File: config.mk
export PLATFORM = sky130hd
export DESIGN_NAME = instr_window
export DESIGN_NICKNAME = d
export VERILOG_FILES = /design/src/rtl/iw_pkg.sv /design/src/rtl/iw_operand.sv /design/src/rtl/iw_slot.sv /design/src/rtl/iw_pick.sv /design/src/rtl/iw_ptrs.sv /design/src/rtl/instr_window.sv
export SDC_FILE = /design/constraint.sdc
export NUM_CORES = 1
export LEC_CHECK = 0
export BUFFER_PORTS_ARGS = -buffer_cell sky130_fd_sc_hd__buf_2
export CAP_MARGIN = 20
export CORE_MARGIN = 3
export CORE_UTILIZATION = 60
export DETAILED_ROUTE_END_ITERATION = 10
export PLACE_DENSITY = 0.79
export SLEW_MARGIN = 20
export SYNTH_ARGS = -nofsm -noshare
export SYNTH_HDL_FRONTEND = slang
export SYNTH_HIERARCHICAL = 1
export SYNTH_SLANG_ARGS = --single-unit
File: constraint.sdc
create_clock -name clk -period 5.4 [get_ports clk]
set_input_delay 0.27 -clock clk [delete_from_list [all_inputs] [get_ports clk]]
set_output_delay 0.27 -clock clk [all_outputs]
set_load 0.02 [all_outputs]
File: src/rtl/iw_pkg.sv
// Package: default sizes shared by the instruction window modules.
// Assumes: DEPTH is a power of two so slot indices wrap naturally.
package iw_pkg;
    localparam int IW_DEPTH_DEF = 8;
    localparam int IW_OPW_DEF   = 6;
    localparam int IW_DW_DEF    = 16;
endpackage

File: src/rtl/iw_operand.sv
// Module: one source field of a slot. Holds a value or a producer tag and
// a presence bit; captures the broadcast result on a tag match, including
// the cycle in which the field is being loaded.
// Assumes: the tag sits in the low TAGW bits of the field while not present.
module iw_operand #(
    parameter int DW   = iw_pkg::IW_DW_DEF,
    parameter int TAGW = 3
) (
    input  logic            clk,
    input  logic            rst_n,
    input  logic            load,
    input  logic            load_rdy,
    input  logic [DW-1:0]   load_val,
    input  logic            live,
    input  logic            bc_valid,
    input  logic [TAGW-1:0] bc_tag,
    input  logic [DW-1:0]   bc_data,
    output logic            present,
    output logic [DW-1:0]   val
);
    logic load_hit;
    logic wait_hit;

    // Purpose: detect a broadcast match for the incoming and the stored field.
    always_comb begin
        load_hit = bc_valid && !load_rdy && (load_val[TAGW-1:0] == bc_tag);
        wait_hit = bc_valid && live && !present && (val[TAGW-1:0] == bc_tag);
    end

    // Purpose: hold the field, loading new contents or capturing a wakeup.
    always_ff @(posedge clk) begin
        if (!rst_n) begin
            present <= 1'b0;
            val     <= '0;
        end else if (load) begin
            present <= load_rdy | load_hit;
            val     <= load_hit ? bc_data : load_val;
        end else if (wait_hit) begin
            present <= 1'b1;
            val     <= bc_data;
        end
    end
endmodule

File: src/rtl/iw_slot.sv
// Module: one window slot with use and started bits, opcode and two sources.
// Assumes: a load only targets a slot whose use bit is clear.
module iw_slot #(
    parameter int OPW  = iw_pkg::IW_OPW_DEF,
    parameter int DW   = iw_pkg::IW_DW_DEF,
    parameter int TAGW = 3
) (
    input  logic            clk,
    input  logic            rst_n,
    input  logic            load,
    input  logic [OPW-1:0]  load_op,
    input  logic            load_a_rdy,
    input  logic [DW-1:0]   load_a,
    input  logic            load_b_rdy,
    input  logic [DW-1:0]   load_b,
    input  logic            bc_valid,
    input  logic [TAGW-1:0] bc_tag,
    input  logic [DW-1:0]   bc_data,
    input  logic            issue,
    input  logic            retire,
    output logic            in_use,
    output logic            started,
    output logic            a_present,
    output logic            b_present,
    output logic            ready,
    output logic [OPW-1:0]  op,
    output logic [DW-1:0]   a_val,
    output logic [DW-1:0]   b_val
);
    // Purpose: track occupancy, start status and opcode of the slot.
    always_ff @(posedge clk) begin
        if (!rst_n) begin
            in_use  <= 1'b0;
            started <= 1'b0;
            op      <= '0;
        end else if (load) begin
            in_use  <= 1'b1;
            started <= 1'b0;
            op      <= load_op;
        end else begin
            if (retire && in_use) in_use <= 1'b0;
            if (issue) started <= 1'b1;
        end
    end

    iw_operand #(.DW(DW), .TAGW(TAGW)) u_src_a (
        .clk(clk), .rst_n(rst_n), .load(load), .load_rdy(load_a_rdy),
        .load_val(load_a), .live(in_use), .bc_valid(bc_valid),
        .bc_tag(bc_tag), .bc_data(bc_data), .present(a_present), .val(a_val)
    );

    iw_operand #(.DW(DW), .TAGW(TAGW)) u_src_b (
        .clk(clk), .rst_n(rst_n), .load(load), .load_rdy(load_b_rdy),
        .load_val(load_b), .live(in_use), .bc_valid(bc_valid),
        .bc_tag(bc_tag), .bc_data(bc_data), .present(b_present), .val(b_val)
    );

    // Purpose: a slot may go to execution once occupied, idle and complete.
    always_comb ready = in_use && !started && a_present && b_present;
endmodule

File: src/rtl/iw_pick.sv
// Module: oldest-first selector. Rotates the request vector so the reclaim
// pointer becomes position zero and takes the lowest set bit.
// Assumes: DEPTH is a power of two.
module iw_pick #(
    parameter int DEPTH = iw_pkg::IW_DEPTH_DEF,
    parameter int TAGW  = $clog2(DEPTH)
) (
    input  logic [DEPTH-1:0] req,
    input  logic [TAGW-1:0]  base,
    output logic             hit,
    output logic [TAGW-1:0]  idx
);
    logic [2*DEPTH-1:0] doubled;
    logic [DEPTH-1:0]   rot;
    logic [TAGW-1:0]    off;

    // Purpose: rotate requests so the oldest slot sits at bit zero.
    always_comb begin
        doubled = {req, req} >> base;
        rot     = doubled[DEPTH-1:0];
    end

    // Purpose: priority-encode the lowest rotated request.
    always_comb begin
        off = '0;
        for (int i = DEPTH - 1; i >= 0; i--) begin
            if (rot[i]) off = TAGW'(i);
        end
        hit = |rot;
        idx = off + base;
    end
endmodule

File: src/rtl/iw_ptrs.sv
// Module: allocation pointer, reclaim pointer and occupancy count.
// Assumes: head_free reports the use bit of the slot at the reclaim pointer.
module iw_ptrs #(
    parameter int DEPTH = iw_pkg::IW_DEPTH_DEF,
    parameter int TAGW  = $clog2(DEPTH)
) (
    input  logic            clk,
    input  logic            rst_n,
    input  logic            alloc_req,
    input  logic            head_free,
    output logic            accept,
    output logic            full,
    output logic [TAGW-1:0] alloc_ptr,
    output logic [TAGW-1:0] reclaim_ptr
);
    localparam int CW = $clog2(DEPTH + 1);

    logic [CW-1:0] occ;
    logic          reclaim;

    // Purpose: decide acceptance and in-order reclaim for this cycle.
    always_comb begin
        full    = (occ == CW'(DEPTH));
        accept  = alloc_req && !full;
        reclaim = (occ != '0) && head_free;
    end

    // Purpose: advance pointers and keep the occupancy count.
    always_ff @(posedge clk) begin
        if (!rst_n) begin
            occ         <= '0;
            alloc_ptr   <= '0;
            reclaim_ptr <= '0;
        end else begin
            if (accept)  alloc_ptr   <= alloc_ptr + 1'b1;
            if (reclaim) reclaim_ptr <= reclaim_ptr + 1'b1;
            occ <= occ + CW'(accept) - CW'(reclaim);
        end
    end
endmodule

File: src/rtl/instr_window.sv
// Module: dataflow instruction window top. Allocates in order, wakes sources
// from the result bus, offers the oldest ready slot and reclaims in order.
// Assumes: execution tags results with the offered slot index; operands are
// at least TAGW bits wide.
module instr_window #(
    parameter int DEPTH = iw_pkg::IW_DEPTH_DEF,
    parameter int OPW   = iw_pkg::IW_OPW_DEF,
    parameter int DW    = iw_pkg::IW_DW_DEF,
    parameter int TAGW  = $clog2(DEPTH)
) (
    input  logic            clk,
    input  logic            rst_n,
    input  logic            in_valid,
    input  logic [OPW-1:0]  in_op,
    input  logic            in_a_rdy,
    input  logic [DW-1:0]   in_a,
    input  logic            in_b_rdy,
    input  logic [DW-1:0]   in_b,
    output logic            in_full,
    output logic [TAGW-1:0] in_slot,
    input  logic            res_valid,
    input  logic [TAGW-1:0] res_tag,
    input  logic [DW-1:0]   res_data,
    output logic            iss_valid,
    output logic [TAGW-1:0] iss_tag,
    output logic [OPW-1:0]  iss_op,
    output logic [DW-1:0]   iss_a,
    output logic [DW-1:0]   iss_b,
    input  logic            done_valid,
    input  logic [TAGW-1:0] done_tag
);
    logic                          accept;
    logic [TAGW-1:0]               reclaim_ptr;
    logic [DEPTH-1:0]              use_vec;
    logic [DEPTH-1:0]              exec_vec;
    logic [DEPTH-1:0]              pa_vec;
    logic [DEPTH-1:0]              pb_vec;
    logic [DEPTH-1:0]              rdy_vec;
    logic [DEPTH-1:0][OPW-1:0]     op_arr;
    logic [DEPTH-1:0][DW-1:0]      a_arr;
    logic [DEPTH-1:0][DW-1:0]      b_arr;
    logic [DEPTH-1:0][TAGW-1:0]    a_tag;
    logic [DEPTH-1:0][TAGW-1:0]    b_tag;

    iw_ptrs #(.DEPTH(DEPTH), .TAGW(TAGW)) u_ptrs (
        .clk(clk), .rst_n(rst_n), .alloc_req(in_valid),
        .head_free(!use_vec[reclaim_ptr]), .accept(accept), .full(in_full),
        .alloc_ptr(in_slot), .reclaim_ptr(reclaim_ptr)
    );

    for (genvar s = 0; s < DEPTH; s++) begin : g_slot
        iw_slot #(.OPW(OPW), .DW(DW), .TAGW(TAGW)) u_slot (
            .clk(clk), .rst_n(rst_n),
            .load(accept && (in_slot == TAGW'(s))),
            .load_op(in_op), .load_a_rdy(in_a_rdy), .load_a(in_a),
            .load_b_rdy(in_b_rdy), .load_b(in_b),
            .bc_valid(res_valid), .bc_tag(res_tag), .bc_data(res_data),
            .issue(iss_valid && (iss_tag == TAGW'(s))),
            .retire(done_valid && (done_tag == TAGW'(s))),
            .in_use(use_vec[s]), .started(exec_vec[s]),
            .a_present(pa_vec[s]), .b_present(pb_vec[s]), .ready(rdy_vec[s]),
            .op(op_arr[s]), .a_val(a_arr[s]), .b_val(b_arr[s])
        );
        // Purpose: expose the stored producer tags to the checker.
        always_comb begin
            a_tag[s] = a_arr[s][TAGW-1:0];
            b_tag[s] = b_arr[s][TAGW-1:0];
        end
    end

    iw_pick #(.DEPTH(DEPTH), .TAGW(TAGW)) u_pick (
        .req(rdy_vec), .base(reclaim_ptr), .hit(iss_valid), .idx(iss_tag)
    );

    // Purpose: route the chosen slot's contents to the execution side.
    always_comb begin
        iss_op = op_arr[iss_tag];
        iss_a  = a_arr[iss_tag];
        iss_b  = b_arr[iss_tag];
    end
endmodule

==> results of run 1 <==
[cells by family after synthesis]
family / synth area share (%)
compound gates: 22.8
xor+xnor: 4.38
fa+ha+maj: 0.770
buf+inv: 4.31
flops: 35.0
mux: 24.4
simple gates: 8.42
[area by class of cell]
cell class	count	area, um^2
multi-input cells	1492	12300
fillers	2427	9500
flip-flops and latches	346	6940
repair buffers	193	1340
clock buffers	54	1110
well taps	435	544
clock inverters	15	199
inverters	27	118
diodes	3	7.51
[worst reg2reg max path, delay by kind of cell (launching register included)]
kind,cells,cell delay (ns)
flops,1,0.32
fa+ha+maj,2,0.54
compound gates,2,0.57
mux,2,0.83
xor+xnor,2,0.37
buf+inv,4,0.53
simple gates,7,1.25
[worst max path at each step]
stage	cells after the start	start	to
6_report	20	g_slot[6].u_slot/u_src_b/present$_SDFFE_PN0P_	iss_b[9]
5_1_grt	20	g_slot[7].u_slot/u_src_b/present$_SDFFE_PN0P_	iss_b[1]
4_1_cts	18	g_slot[6].u_slot/u_src_a/present$_SDFFE_PN0P_	iss_op[4]
3_5_place_dp	18	g_slot[6].u_slot/u_src_a/present$_SDFFE_PN0P_	iss_a[2]
3_3_place_gp	18	g_slot[6].u_slot/u_src_a/present$_SDFFE_PN0P_	iss_a[2]
2_1_floorplan	17	u_ptrs/reclaim_ptr[0]$_SDFFE_PN0P_	iss_b[13]
[placed cells by master, fill, tap and decap left out, drive strengths merged, types with 4 or more instances in the layout]
cell type and instances:
dfxtp 346, mux2i 329, a21oi 280, o21ai 243, buf 191, nor2b 76, clkbuf 56, nand2 50
xnor2 50, xor2 49, o41ai 48, mux4 44, mux2 40, nor2 34, nand2b 31, nor3b 30
inv 28, o22ai 21, a211o 19, o221ai 19, o32ai 18, o221a 17, and3b 16, a41o 16
o21a 10, ha 9, and4b 8, clkinv 8, nor3 8, bufinv 4
[per-stage QoR]
stage	TNS [ns]	area, um^2
floorplan	0	19800
global placement	0	20700
detailed placement	0	20700
CTS	0	22100
global route	-1.47	22500
finish	-0.0620	22500
[registers in the layout, indices dropped and copies added (netlist names)]
register and count:
g_slot.u_slot/u_src_a/val 128, g_slot.u_slot/u_src_b/val 128, g_slot.u_slot/op 48, g_slot.u_slot/in_use 8, g_slot.u_slot/started 8, g_slot.u_slot/u_src_a/present 8, g_slot.u_slot/u_src_b/present 8, u_ptrs/occ 4
u_ptrs/alloc_ptr 3, u_ptrs/reclaim_ptr 3
[report_power, final]
| part | switching [mW] | leakage (nW) | internal [mW] |
|---|---|---|---|
| clock network | 1.11 | 0.645 | 1.64 |
| logic | 2.77 | 6.58 | 1.92 |
| registers | 0.140 | 2.81 | 2.75 |
| total | 4.02 | 10.0 | 6.31 |
[Yosys cell counts, types with 18 or more instances]
master	n	area, um^2
a211o_1	19	166
a21oi_1	280	1400
buf_1	20	75.1
buf_2	21	105
buf_6	29	327
clkbuf_1	56	210
dfxtp_1	346	6930
inv_1	26	97.6
mux2_2	40	450
mux2i_1	329	3290
mux4_1	27	709
nand2_1	50	188
nor2_1	34	128
nor2b_1	76	475
nor3b_1	29	218
o21ai_0	242	1210
o221ai_1	19	166
o22ai_1	21	131
o32ai_1	18	158
o41ai_1	32	280
xnor2_1	50	438
xor2_1	49	429
[per-layer routing]
metal / vias to the layer above / track usage [%] / wire length [um]
li1: 7767 / - / -
met1: 8318 / 41.3 / 24100
met2: 946 / 54.0 / 28700
met3: 191 / 5.93 / 5300
met4: 0 / 16.0 / 2830
met5: - / 0 / 0
[timing repair]
action | CTS | global route
gates cloned | 1 | 1
setup endpoints to repair | 38 | 38
pin swaps | 1 | 9
setup buffers | 3 | 17
resized for setup | 14 | 59
==> qor.csv, run 1 <==
metric;value;unit
violations;negative setup slack;
firstDrtPassIters;5;
cp_num_buf_inv;6;
slowest_delay;0.51;ns
die_h;188;um
wl;60900;um
cts.clk_slew.worst_paths;0.06;ns
power.leakage;10.0;nW
clockBufferDepth;3;
start_util;61.8;%
timing.fmax;184;MHz
synth_edf_count;0;
whs_endpoint;u_ptrs/alloc_ptr[2]$_SDFFE_PN0P_;
final_antenna_net_count;0;
worstSetupStartpointType;flop;
crit_path_cell_trace;and4b_2 -> mux4_2 -> mux2_4 -> o311ai_2 -> and3_1 -> nor2_1 -> o31ai_2 -> ha_4 -> inv_1 -> fa_2 -> xor2_2 -> xnor2_2 -> buf_6 -> buf_4 -> buf_4 -> or3_4 -> buf_12 -> o22ai_2 -> a21oi_1 -> buf_2;
cp_max_fo;8;
fin_nets;2177;
status;finished with violations;
synth_cell_type_count;61;
yosysWarnings;6;
holdPathStages;4;
area_growth;13.8;%
setup_viol;4;
ir_drop;0.419;mV
syn_nets;2074;
num_vias;17200;
hold_violations;0;
drv_cap;0;
worst_slack;-0.0268;ns
timing.rr.start;g_slot[6].u_slot/u_src_b/present$_SDFFE_PN0P_;
clock_sinks;346;
required;5.13;ns
io_buffers;112;
root_buffer;clkbuf_16;
worst-r2r-cell-count;19;
power_density;458;mW/mm^2
viasPerCell;6.71;
clkLatencyLatePin;0.54;ns
worst_path_most_repeated_cell;buf_4;
yosysSeqAreaShare;35.0;%
grtUsageTotal;32.7;%
crit_family;simple AND/OR/NAND/NOR gates;
critPathCaptureType;output pin;
drtIter0Drc;1707;
fin_crit_sh;100;%
pin_count;113;
whs;0.0883;ns
fin_crit;5.43;ns
antenna_found_initial;3;
cts_tree;yes;
synth_top_flop_cell;dfxtp_1;
fp-row-count;65;
synthCells;1996;
dp_cells;2470;
synth-seq-cells;346;
routabilityCongestion;0.944;
synthArstFlopShare;0;%
overflow;0;
grt_setup_unrepaired;true;
finalPower;10.3;mW
cts_hold_buffers;0;
crit_type;reg -> out;
htree_levels;2;
cts_buffers;39;
worstPathArrival;5.16;ns
post_drt_wl_per_cell;23.8;um
die_area;0.0352;mm^2
ff2ff_setup_slack;0.89;ns
worst_pin_slew;1.12;ns
slew_headroom;25.5;%
min_path_type;in -> reg;
die_w;188;um
critical_path.slowest_cell;mux4_2;
syn-cell-area;0.0198;mm^2
avgSynthCellArea;9.93;um^2
dp_hpwl;36700;um
grt_max_degree;208;
drive_above_1_share;20.1;%
fin_util;70.3;%
drc;0;
drv_slew;0;
grt_pass1_vias;16900;
instances_no_fill;2565;
reg2reg_to;g_slot[4].u_slot/started$_SDFFE_PP0P_;
skew;0.0214;ns
place_ws;0.374;ns
min_from;in_valid;
grt_first_pass_wirelength;93300;um
core_region_area;0.0320;mm^2
Note: power is estimated with default switching activity, not from simulation.
==> inputs of run 2 (changes only) <==
Settings changed: CORE_UTILIZATION 60 to 40, PLACE_DENSITY 0.79 to not set.
==> run 2 against run 1 <==
Effect of this change: the flow now finishes without violations; cell count increased by 9.1%; maximum frequency increased by 3.4%; critical path depth decreased by 3; routed wire length increased by 6.5%; sequential share of layout area decreased by 0.39 points; largest power group unchanged.
==> qor.csv, run 2 (synthesis results as in run 1) <==
metric;value;unit;change
start_util;41.0;%;-21 points
critPathLaunch;g_slot[6].u_slot/u_src_b/present$_SDFFE_PN0P_;;
design_area;0.0228;mm^2;+1.2%
num_vias;16800;;-2.7%
pin_count;113;;unchanged
comb_power_share;45.4;%;about the same
die_w;229;um;+22%
grtUsageTotal;23.9;%;-8.8 points
fin_crit_sh;97.2;%;-3.3 points
drv_slew;0;;unchanged
power.leakage;10.1;nW;+0.51%
largestRegisters;g_slot.u_slot/u_src_a/val x128, g_slot.u_slot/u_src_b/val x128, g_slot.u_slot/op x48;;
cts.clk_slew.worst_paths;0.06;ns;about the same
die_h;229;um;+22%
post_drt_wl_per_cell;23.2;um;-2.4%
grt_first_pass_wirelength;99300;um;+6.4%
place_ws;0.326;ns;-0.0476 ns
required;5.13;ns;about the same
crit_type;reg -> out;;
drc;0;;unchanged
p_sw;4.08;mW;+1.5%
slew_headroom;26.1;%;+0.60 points
core_region_area;0.0483;mm^2;+51%
cts_hold_buffers;0;;unchanged
critPathCaptureType;output pin;;
area_growth;15.1;%;
fin_util;47.2;%;-23 points
clkPwrFrac;26.9;%;+0.3 points
intPower;6.26;mW;-0.65%
routabilityCongestion;0.874;;-7.5%
viasPerCell;5.99;;-11%
n_fill_cell;4494;;+85%
fin_setup_tns;0;ns;+0.0620 ns
die_area;0.0522;mm^2;+48%
status;complete, no violations;;
cts_tree;yes;;
io_buffers;112;;unchanged
timing.rr.start;g_slot[6].u_slot/u_src_b/present$_SDFFE_PN0P_;;
worstPathArrival;4.98;ns;-0.18 ns
final_antenna_net_count;0;;unchanged
drv_cap;0;;unchanged
fp-row-count;80;;+23%
worst_pin_slew;1.11;ns;-0.00904 ns
firstDrtPassIters;5;;unchanged
wl;64900;um;+6.5%
grt_pass1_vias;16400;;-2.7%
grt_setup_unrepaired;true;;
antenna_found_initial;5;;+2
finalPower;10.3;mW;+0.19%
cp_num_buf_inv;6;;unchanged
layout_common_cells;dfxtp_1, mux2i_1, a21oi_1, o21ai_0, buf_2;;
timing.fmax;191;MHz;+3.4%
root_buffer;clkbuf_16;;
crit_path_cell_trace;and4b_2 -> buf_4 -> mux4_1 -> mux2i_1 -> o311ai_1 -> and3_1 -> buf_4 -> o21ai_1 -> o31ai_2 -> ha_4 -> inv_1 -> fa_2 -> clkinv_8 -> buf_12 -> mux4_1 -> mux2_2 -> buf_2;;
cp_max_fo;25;;+17
skew;0.0117;ns;-0.00971 ns
overflow;0;;unchanged
dpl_cell_area;0.0210;mm^2;+1.7%
min_from;in_valid;;
fin_crit;5.25;ns;-0.177 ns
sw_frac_of_total;39.4;%;+0.52 points
area.sequential;0.00693;mm^2;-0.11%
grt_max_degree;168;;-19%
power_density;454;mW/mm^2;-0.98%
worst_slack;0.151;ns;+0.177 ns
critical_path.slowest_cell;mux4_1;;
clockBufferDepth;3;;unchanged
drive_above_1_share;19.3;%;-0.75 points
dp_hpwl;39800;um;+8.4%
setup_viol;0;;-4
fin_nets;2184;;+0.32%
clock_sinks;346;;unchanged
layout_commonest_cell;dfxtp_1;;
clkLatencyLatePin;0.56;ns;+0.02 ns
ir_drop;0.333;mV;-20%
slowest_delay;0.58;ns;+0.07 ns
htree_levels;2;;unchanged
cts_buffers;41;;+5.1%
min_path_type;in -> reg;;
crit_family;multiplexers;;
sequentialPowerShare;27.8;%;-0.2 points
multi_input_area;0.0122;mm^2;-0.77%
hold_violations;0;;unchanged
drtIter0Drc;1473;;-14%
ff2ff_setup_slack;1.17;ns;+0.28 ns
worstSetupStartpointType;flop;;
## run 2: repair_timing
| action | 4_1_cts | 5_1_grt |
|---|---|---|
| resized for setup | 25 | 25 |
| setup endpoints to repair | 37 | 38 |
| pin swaps | 10 | 7 |
| buffers inserted | 15 | 5 |
| gates cloned | 1 | 1 |
## run 2: tightest hold or removal path: stages
cell      delay [ns]
buf_2           0.10
nand2_1         0.06
or3_1           0.09
a21boi_1        0.05
## run 2: power by group through the flow
stage | Combinational, mW | Sequential, mW | Clock, mW
5_1_grt | 4.96 | 2.90 | 2.92
2_1_floorplan | 2.87 | 2.89 | 0
3_5_place_dp | 4.31 | 2.92 | 0
4_1_cts | 4.45 | 2.87 | 2.82
3_3_place_gp | 4.26 | 2.92 | 0
6_report | 4.69 | 2.87 | 2.78
## run 2: worst paths after layout
kind	to	cells past startpoint
worst max-delay path	iss_a[0]	17
worst min-delay path	u_ptrs/alloc_ptr[2]$_SDFFE_PN0P_	4
worst max register to register	g_slot[4].u_slot/started$_SDFFE_PP0P_	19
worst min register to register	g_slot[7].u_slot/started$_SDFFE_PP0P_	2
## run 2: final cells by class
class,count,share of cell area [%]
diodes,5,0.0549
inverters,27,0.499
clock inverters,10,0.296
well taps,656,3.60
repair buffers,198,6.11
clock buffers,64,5.63
flip-flops and latches,346,30.4
multi-input cells,1492,53.4
## run 2: per-stage QoR
stage / hold WS [ns] / cells
after detailed placement: 0.484 / 2697
after global routing: 0.0860 / 2798
after CTS: 0.0451 / 2787
after global placement: 0.482 / 2697
after floorplan: 0.388 / 1996
final: 0.0731 / 2798
## run 2: metal layers
metal | track usage, % | up-vias | part of all wire [%]
met1 | 31.8 | 8264 | 44
li1 | - | 7803 | -
met3 | 3.76 | 135 | 5.7
met2 | 39.1 | 552 | 47
met4 | 9.02 | 0 | 3.4
met5 | 0 | - | 0
